File: config.mk
export PLATFORM = sky130hd
export DESIGN_NAME = chan_out_unpacker
export DESIGN_NICKNAME = d
export VERILOG_FILES = /design/src/rtl/chdis_pkg.sv /design/src/rtl/chdis_unpack.sv /design/src/rtl/chdis_ptr.sv /design/src/rtl/chdis_term.sv /design/src/rtl/chan_out_unpacker.sv
export SDC_FILE = /design/constraint.sdc
export NUM_CORES = 1
export LEC_CHECK = 0
export ABC_CLOCK_PERIOD_IN_PS = 2050
export CAP_MARGIN = 15
export CORE_AREA = 2 2 101 128
export CTS_BUF_LIST = sky130_fd_sc_hd__clkbuf_4
export DETAILED_ROUTE_END_ITERATION = 6
export DIE_AREA = 0 0 103 130
export DONT_BUFFER_PORTS = 1
export HOLD_SLACK_MARGIN = 0.06
export PLACE_DENSITY = 0.74
export REMOVE_ABC_BUFFERS = 1
export SYNTH_ARGS = -nofsm -noshare
export SYNTH_HDL_FRONTEND = slang
export SYNTH_HIERARCHICAL = 1
export SYNTH_SLANG_ARGS = --single-unit
File: constraint.sdc
create_clock -name clk -period 2.05 [get_ports clk]
set_clock_uncertainty 0.1 [all_clocks]
set_input_delay 0 -clock clk [delete_from_list [all_inputs] [get_ports clk]]
set_output_delay 0 -clock clk [all_outputs]
set_load 0.02 [all_outputs]
File: src/rtl/chdis_pkg.sv
package chdis_pkg;

  typedef enum logic [1:0] {
    CW_6  = 2'd0,
    CW_12 = 2'd1,
    CW_24 = 2'd2
  } cwidth_t;

  typedef enum logic [1:0] {
    ST_IDLE = 2'd0,
    ST_REQ  = 2'd1,
    ST_DATA = 2'd2
  } eng_st_t;

  // function code bit positions
  localparam int FN_EXT  = 2;
  localparam int FN_SIG  = 1;
  localparam int FN_PROC = 0;

  typedef struct packed {
    logic zwc;
    logic eor;
    logic eow;
    logic wreor;
    logic disc;
    logic clr_ilce;
    logic clr_top;
  } term_act_t;

  function automatic logic [1:0] eff_cpw(input logic [1:0] w, input logic [1:0] c);
    case (cwidth_t'(w))
      CW_6:    eff_cpw = c;
      CW_12:   eff_cpw = {1'b0, c[0]};
      default: eff_cpw = 2'd0;
    endcase
  endfunction

endpackage

File: src/rtl/chdis_unpack.sv
module chdis_unpack
  import chdis_pkg::*;
#(
  parameter int WORD_W = 24
) (
  input  logic [WORD_W-1:0] word,
  input  logic [1:0]        width,
  output logic [WORD_W-1:0] chr,
  output logic [WORD_W-1:0] rest
);
  localparam int QW = WORD_W / 4;
  localparam int HW = WORD_W / 2;

  always_comb begin
    case (cwidth_t'(width))
      CW_6: begin
        chr  = {{(WORD_W-QW){1'b0}}, word[WORD_W-1 -: QW]};
        rest = word << QW;
      end
      CW_12: begin
        chr  = {{(WORD_W-HW){1'b0}}, word[WORD_W-1 -: HW]};
        rest = word << HW;
      end
      default: begin
        chr  = word;
        rest = '0;
      end
    endcase
  end
endmodule

File: src/rtl/chdis_ptr.sv
module chdis_ptr #(
  parameter int ADDR_W = 14,
  parameter int WC_W   = 15
) (
  input  logic              clk,
  input  logic              rst,
  input  logic              load,
  input  logic [ADDR_W-1:0] load_addr,
  input  logic [WC_W-1:0]   load_cnt,
  input  logic              step,
  output logic [ADDR_W-1:0] mar,
  output logic [WC_W-1:0]   wcr,
  output logic              wcr_zero
);
  always_ff @(posedge clk) begin
    if (rst) begin
      mar <= '0;
      wcr <= '0;
    end else if (load) begin
      mar <= load_addr;
      wcr <= load_cnt;
    end else if (step) begin
      mar <= mar + 1'b1;
      wcr <= wcr - 1'b1;
    end
  end

  assign wcr_zero = (wcr == '0);


  wcr_step_chk: assert property (@(posedge clk) disable iff (rst)
    (step && !load) |=> (wcr == $past(wcr) - 1'b1));


  mar_step_chk: assert property (@(posedge clk) disable iff (rst)
    (step && !load) |=> (mar == $past(mar) + 1'b1));
endmodule

File: src/rtl/chdis_term.sv
module chdis_term
  import chdis_pkg::*;
(
  input  logic [2:0] func,
  input  logic       ilce,
  input  logic       wcr_zero,
  input  logic       top_eff,
  input  logic       ion,
  input  logic       zwc_en,
  input  logic       eor_en,
  output term_act_t  act
);
  always_comb begin
    act = '0;
    if (ilce) begin
      if (wcr_zero) begin
        act.clr_ilce = 1'b1;
        if (!func[FN_EXT]) begin
          act.zwc  = ion;
          act.disc = 1'b1;
        end else begin
          act.zwc     = zwc_en;
          act.clr_top = 1'b1;
          if (func[FN_SIG] && !func[FN_PROC]) begin
            act.eor  = eor_en;
            act.disc = 1'b1;
          end else if (!func[FN_SIG] || top_eff) begin
            act.wreor = 1'b1;
          end
        end
      end
    end else if (top_eff) begin
      act.clr_top = 1'b1;
      act.wreor   = 1'b1;
    end else begin
      act.eow = ion;
    end
  end
endmodule

File: src/rtl/chan_out_unpacker.sv
module chan_out_unpacker
  import chdis_pkg::*;
#(
  parameter int WORD_W = 24,
  parameter int ADDR_W = 14,
  parameter int WC_W   = 15
) (
  input  logic              clk,
  input  logic              rst,
  input  logic              conn_valid,
  input  logic [1:0]        conn_width,
  input  logic [1:0]        conn_cpw,
  input  logic [2:0]        conn_func,
  input  logic              conn_zwc_en,
  input  logic              conn_eor_en,
  input  logic              ion,
  input  logic              ilc_valid,
  input  logic [ADDR_W-1:0] ilc_addr,
  input  logic [WC_W-1:0]   ilc_count,
  input  logic              pword_valid,
  input  logic [WORD_W-1:0] pword_data,
  output logic              pword_refused,
  input  logic              top_cmd,
  input  logic              dev_xfr,
  input  logic              dev_ordy,
  input  logic              dev_eor,
  output logic              char_valid,
  output logic [WORD_W-1:0] char_data,
  input  logic              char_ack,
  output logic              mem_req,
  output logic [ADDR_W-1:0] mem_addr,
  input  logic [WORD_W-1:0] mem_rdata,
  output logic              wreor,
  output logic              disc,
  output logic              irq_zwc,
  output logic              irq_eor,
  output logic              irq_eow,
  output logic              rate_err,
  output logic              connected,
  output logic              rec_gap
);
  localparam int CC_W = 3;

  eng_st_t           st;
  logic [WORD_W-1:0] war;
  logic [CC_W-1:0]   cc;
  logic [1:0]        width_r;
  logic [1:0]        cpw_r;
  logic [2:0]        func_r;
  logic              zwc_en_r, eor_en_r;
  logic              ilce, topp, owak, xfr, eorp;

  logic [ADDR_W-1:0] mar;
  logic [WC_W-1:0]   wcr;
  logic              wcr_zero;
  logic [WORD_W-1:0] chr, rest;
  term_act_t         act;

  logic              busy_data, idle_buf, load_ok, top_eff, eng_go;
  logic              do_eor, do_emit, do_fetch, do_rate, last_char;
  logic              disc_now, wreor_now;
  logic [CC_W-1:0]   full_cnt;

  assign busy_data = (cc != '0);
  assign idle_buf  = !busy_data && !ilce;
  assign load_ok   = pword_valid && connected && !busy_data && (st == ST_IDLE);
  assign top_eff   = topp || (top_cmd && connected);
  assign full_cnt  = CC_W'(eff_cpw(width_r, cpw_r)) + 1'b1;

  assign eng_go    = connected && (st == ST_IDLE);
  assign do_eor    = eng_go && eorp;
  assign do_emit   = eng_go && !eorp && xfr && !char_valid && busy_data;
  assign do_fetch  = eng_go && !eorp && xfr && !char_valid && !busy_data && ilce;
  assign do_rate   = eng_go && !eorp && xfr && !char_valid && !busy_data && !ilce;
  assign last_char = do_emit && (cc == CC_W'(1));

  assign disc_now  = (last_char && act.disc) || (do_eor && !func_r[FN_PROC]);
  assign wreor_now = ((last_char && act.wreor) ||
                      (top_cmd && connected && idle_buf)) && !disc_now;

  assign mem_req  = (st == ST_REQ);
  assign mem_addr = mar;

  chdis_ptr #(.ADDR_W(ADDR_W), .WC_W(WC_W)) u_ptr (
    .clk       (clk),
    .rst       (rst),
    .load      (ilc_valid && connected),
    .load_addr (ilc_addr),
    .load_cnt  (ilc_count),
    .step      (st == ST_DATA),
    .mar       (mar),
    .wcr       (wcr),
    .wcr_zero  (wcr_zero)
  );

  chdis_unpack #(.WORD_W(WORD_W)) u_unpack (
    .word  (war),
    .width (width_r),
    .chr   (chr),
    .rest  (rest)
  );

  chdis_term u_term (
    .func     (func_r),
    .ilce     (ilce),
    .wcr_zero (wcr_zero),
    .top_eff  (top_eff),
    .ion      (ion),
    .zwc_en   (zwc_en_r),
    .eor_en   (eor_en_r),
    .act      (act)
  );

  always_ff @(posedge clk) begin
    if (rst) begin
      st            <= ST_IDLE;
      war           <= '0;
      cc            <= '0;
      width_r       <= '0;
      cpw_r         <= '0;
      func_r        <= '0;
      zwc_en_r      <= 1'b0;
      eor_en_r      <= 1'b0;
      ilce          <= 1'b0;
      topp          <= 1'b0;
      owak          <= 1'b0;
      xfr           <= 1'b0;
      eorp          <= 1'b0;
      char_valid    <= 1'b0;
      char_data     <= '0;
      pword_refused <= 1'b0;
      wreor         <= 1'b0;
      disc          <= 1'b0;
      irq_zwc       <= 1'b0;
      irq_eor       <= 1'b0;
      irq_eow       <= 1'b0;
      rate_err      <= 1'b0;
      connected     <= 1'b0;
      rec_gap       <= 1'b0;
    end else begin
      pword_refused <= pword_valid && !load_ok;
      irq_zwc       <= 1'b0;
      irq_eor       <= 1'b0;
      irq_eow       <= 1'b0;
      wreor         <= wreor_now;
      disc          <= 1'b0;

      if (char_valid && char_ack) char_valid <= 1'b0;

      if (conn_valid && !connected) begin
        width_r   <= conn_width;
        cpw_r     <= conn_cpw;
        func_r    <= conn_func;
        zwc_en_r  <= conn_zwc_en;
        eor_en_r  <= conn_eor_en;
        war       <= '0;
        cc        <= '0;
        ilce      <= 1'b0;
        topp      <= 1'b0;
        owak      <= 1'b0;
        xfr       <= 1'b0;
        eorp      <= 1'b0;
        rate_err  <= 1'b0;
        rec_gap   <= 1'b0;
        st        <= ST_IDLE;
        connected <= 1'b1;
      end else if (connected) begin
        if (ilc_valid) ilce <= 1'b1;
        if (dev_eor)   eorp <= 1'b1;
        if (dev_xfr)   xfr  <= 1'b1;
        if (dev_ordy) begin
          if (busy_data || ilce || load_ok) xfr <= 1'b1;
          else                              owak <= 1'b1;
        end
        if (load_ok) begin
          war <= pword_data;
          cc  <= full_cnt;
          if (owak) begin
            xfr  <= 1'b1;
            owak <= 1'b0;
          end
        end
        if (top_cmd && !idle_buf) topp <= 1'b1;

        // refill sequencer
        case (st)
          ST_REQ:  st <= ST_DATA;
          ST_DATA: begin
            war <= mem_rdata;
            cc  <= full_cnt;
            st  <= ST_IDLE;
          end
          default: if (do_fetch) st <= ST_REQ;
        endcase

        if (do_eor) begin
          eorp    <= 1'b0;
          ilce    <= 1'b0;
          irq_eor <= (!func_r[FN_EXT] && ion) || eor_en_r;
          if (func_r[FN_PROC]) rec_gap <= 1'b1;
        end

        if (do_rate) begin
          xfr      <= 1'b0;
          rate_err <= 1'b1;
        end

        if (do_emit) begin
          char_valid <= 1'b1;
          char_data  <= chr;
          war        <= rest;
          cc         <= cc - 1'b1;
          xfr        <= 1'b0;
          rec_gap    <= 1'b0;
        end

        if (last_char) begin
          irq_zwc <= act.zwc;
          irq_eor <= act.eor;
          irq_eow <= act.eow;
          if (act.clr_ilce) ilce <= 1'b0;
          if (act.clr_top)  topp <= 1'b0;
        end

        if (disc_now) begin
          disc      <= 1'b1;
          connected <= 1'b0;
          ilce      <= 1'b0;
          xfr       <= 1'b0;
          owak      <= 1'b0;
          topp      <= 1'b0;
          eorp      <= 1'b0;
        end
      end
    end
  end


  char_hold_chk: assert property (@(posedge clk) disable iff (rst)
    (char_valid && !char_ack) |=> (char_valid && $stable(char_data)));


  mem_single_chk: assert property (@(posedge clk) disable iff (rst)
    mem_req |=> !mem_req);


  disc_drop_chk: assert property (@(posedge clk) disable iff (rst)
    disc |-> !connected);


  refuse_cause_chk: assert property (@(posedge clk) disable iff (rst)
    pword_refused |-> $past(pword_valid));


  rate_cause_chk: assert property (@(posedge clk) disable iff (rst)
    ($rose(rate_err) && !$past(rst)) |-> ($past(cc) == '0 && !$past(ilce)));


  eow_excl_chk: assert property (@(posedge clk) disable iff (rst)
    irq_eow |-> (!wreor && !disc));
endmodule

==> metrics.txt <==
Antenna Violating Nets Remaining=0; sequential fraction of the synthesis area=0.354; final worst slack=-77.2 ps; clock slew at reported path FFs=160 ps; Final Core Density=0.600; Top Ports=roughly 150; power density cells=around 520 nW/um2; total core area=around 12,000 um2; clock root cell=clkbuf_4; drt pass-1 iters=5; vias=between 5,000 and 6,000; layout cells sized above 1=0.152; crit path cell chain=or4_4 > nor3_4 > and4bb_1 > nand2_2 > a21oi_4 > a41oi_2 > nand2_1 > a211oi_1; Initial Util=0.487; Tcrit/Tclk final=1.04; critical path endpoint=topp$_SDFFE_PP0P_; die width=103 um; dpl cells=~900; Placed Area=roughly 6300 um2; DRT iter0 DRCs=approximately 310; reg-to-reg slack, setup=-80 ps; CTS tree=done; Final nets=between 900 and 1,000; Worst EP arrival=approximately 2400 ps; max_cap viols=0; predominant post-synthesis flop cell=dfxtp_1; clock sink count=106; Critical Path Sink Type=register; Slew Viols, Final=0; Worst EP required=2300 ps; R2R Path Start=u_ptr/wcr[9]$_SDFFE_PP0P_; Netlist Area Pre-Place=between 5000 and 6000 um2; Post-Layout Cell Count=between 900 and 1,000; RSZ-0062 raised after global routing=true; H-tree depth=3; clock period minus worst slack=between 2000 and 2500 ps; HPWL Detailed=10,700 um; Ys Warns=6; Max VDD drop=about 0.31 mV; Startpoint Class=register; clock buffer depth=2; Critical Path Fanout Max=4; design area=about 7400 um2; PortBufs=0; GRT Overall Usage=0.245; Final Hold Fails=85; Placement Setup Slack=-173 ps; GRT overflow=0; vias in the first global route=roughly 5,500; die area=13,400 um2; Max stage delay on crit path=roughly 550 ps; first-pass GRT wire length=roughly 26,000 um; Crit. Startpoint=u_ptr/wcr[9]$_SDFFE_PP0P_; Worst Hold Slack=-491 ps; Setup CP Type=register to register; initial antenna violation count=2; final setup fails=7; Register Area=2130 um2; area delta synth->final=23.3%; fill cell count=around 1,100; cells on worst reg2reg path=8; Chip Height=approximately 130 um; Via density=approximately 5.7; DRC violations left=0; Crit-path slowest cell=or4_4; Pwr Total=just under 0.004 W; total CTS buffers=9; Synth async-reset ratio=0; clock latency on the worst-skew pair=450 ps; Mapped Cells=approximately 700; std cell rows=46; synth unique cells=70; Post-synth EDFFs=0; Hold Crit Class=primary input to register; FF+latch count, synth=roughly 110; routed len/inst=17.2 um; Post-Syn Area per Cell=~8.3 um2; placer congestion estimate=0.880; area of the multi-input gates=approximately 3700 um2; largest net degree at the start of global routing=70; RR Endpoint=topp$_SDFFE_PP0P_; violated checks=negative hold slack, negative setup slack; status=finished with violations; total routed wirelength=16,800 um; FMAX=470 MHz; Leakage=about 2.7 nW
==> stage by stage <==
stage                     hold WS (ps)  TNS, ps
after floorplan                  -35.4   -80750
after global routing              -534    -1330
after CTS                         -526     -119
after global placement           -28.1     -417
final                             -491     -370
after detailed placement         -27.1     -876
==> critical path: cells and delay by family, from the launching register on <==
family,cells,cell delay [ps]
AND/OR/NAND/NOR,5,1210
flip-flops,1,350
AO/OA/AOI/OAI,3,390
==> worst min path at each step <==
stage	slack, ps	startpoint	end	cells past startpoint
floorplan	-40	rst	u_ptr/wcr[12]$_SDFFE_PP0P_	1
global placement	-30	rst	u_ptr/wcr[7]$_SDFFE_PP0P_	1
detailed placement	-30	rst	u_ptr/wcr[7]$_SDFFE_PP0P_	1
CTS	-530	rst	u_ptr/wcr[7]$_SDFFE_PP0P_	1
global route	-530	rst	u_ptr/wcr[7]$_SDFFE_PP0P_	1
finish	-490	rst	u_ptr/wcr[4]$_SDFFE_PP0P_	1
==> registers in the layout (all words and copies together), names as in the netlist, 2 cells and up <==
register and cells:
st 2, war 24, width_r 2, cc 3, char_data 24, u_ptr/mar 14
cpw_r 2, func_r 3, u_ptr/wcr 15
==> layout make-up <==
cell class                 count  area share
timing repair buffer         131       0.166
inverter                      15     0.00762
antenna                        4     0.00135
clock buffer                  11      0.0112
multi-input combinational    538       0.495
sequential                   106       0.288
clock inverter                 3     0.00254
tap                          168      0.0284
==> cell families after synthesis <==
group | synth area share
buffers and inverters | 0.0641
other | 0.000626
adder cells (fa/ha/maj) | 0.0188
flip-flops | 0.354
AND/OR/NAND/NOR | 0.223
XOR/XNOR | 0.0321
AO/OA/AOI/OAI | 0.193
multiplexers | 0.114
==> layer usage <==
| metal | wire length [um] | track usage | vias up |
|---|---|---|---|
| met1 | 6610 | 0.288 | 2640 |
| met5 | 0 | 0 | - |
| met3 | 852 | 0.0434 | 51 |
| li1 | - | - | 2707 |
| met4 | 686 | 0.112 | 0 |
| met2 | 8610 | 0.431 | 194 |
==> layout by cell type (no fill, tap or decap), drive strengths merged, types with 4 or more instances in the layout <==
master | Yosys | final
dlygate4sd3 | 0 | 73
a31oi | 5 | 5
a211oi | 20 | 20
diode | 0 | 4
clkbuf | 36 | 11
mux2i | 67 | 67
nand2b | 9 | 9
nor4 | 10 | 10
dfxtp | 106 | 106
ha | 9 | 9
xnor2 | 20 | 20
clkinv | 1 | 4
and2 | 22 | 22
nor3 | 12 | 12
nor2b | 4 | 4
buf | 29 | 58
nor3b | 6 | 6
inv | 14 | 14
nand4 | 4 | 4
a21oi | 55 | 55
o31ai | 25 | 25
nor2 | 44 | 44
nand2 | 126 | 126
conb | 1 | 6
o211ai | 24 | 24
a22o | 6 | 6
a311oi | 4 | 4
and4 | 4 | 4
o21ai | 15 | 15
nand3 | 6 | 6
==> Yosys cell counts (3+ instances only) <==
library cell | n | share of area
nand4_1 | 3 | 0.0031
a22o_1 | 6 | 0.0088
nand2_1 | 125 | 0.078
a211oi_1 | 18 | 0.023
dfxtp_1 | 106 | 0.35
a311oi_1 | 4 | 0.0058
buf_2 | 15 | 0.013
ha_1 | 9 | 0.019
nor3_1 | 8 | 0.0067
buf_4 | 7 | 0.0088
inv_1 | 14 | 0.0088
clkbuf_1 | 36 | 0.023
nor2_1 | 44 | 0.028
nor4_2 | 3 | 0.0063
nand2b_1 | 8 | 0.0083
a21oi_1 | 55 | 0.046
or3_1 | 3 | 0.0031
buf_6 | 3 | 0.0056
o21ai_0 | 12 | 0.010
nor4_1 | 5 | 0.0052
o31ai_1 | 25 | 0.031
xnor2_1 | 20 | 0.029
and2_1 | 22 | 0.023
buf_1 | 3 | 0.0019
a31oi_1 | 5 | 0.0052
nand3_1 | 6 | 0.0050
nor2b_1 | 3 | 0.0031
o211ai_1 | 24 | 0.030
nor3b_1 | 6 | 0.0075
mux2i_1 | 67 | 0.11
and4_1 | 4 | 0.0058
==> where the power goes <==
part           internal (W)  switching, W
Combinational      0.000354      0.000388
Sequential          0.00213     0.0000804
Clock              0.000264      0.000665
==> what timing repair did <==
| item | CTS | global route |
|---|---|---|
| setup endpoints to repair | 12 | 69 |
| hold buffers | 71 | 3 |
| endpoints found under the hold margin | 106 | 98 |
| buffers inserted | 2 | 5 |
| gates resized for setup | 9 | 26 |
| pin swaps | 3 | 8 |
| cloned | 0 | 0 |
Note: power is estimated with default switching activity, not from simulation.
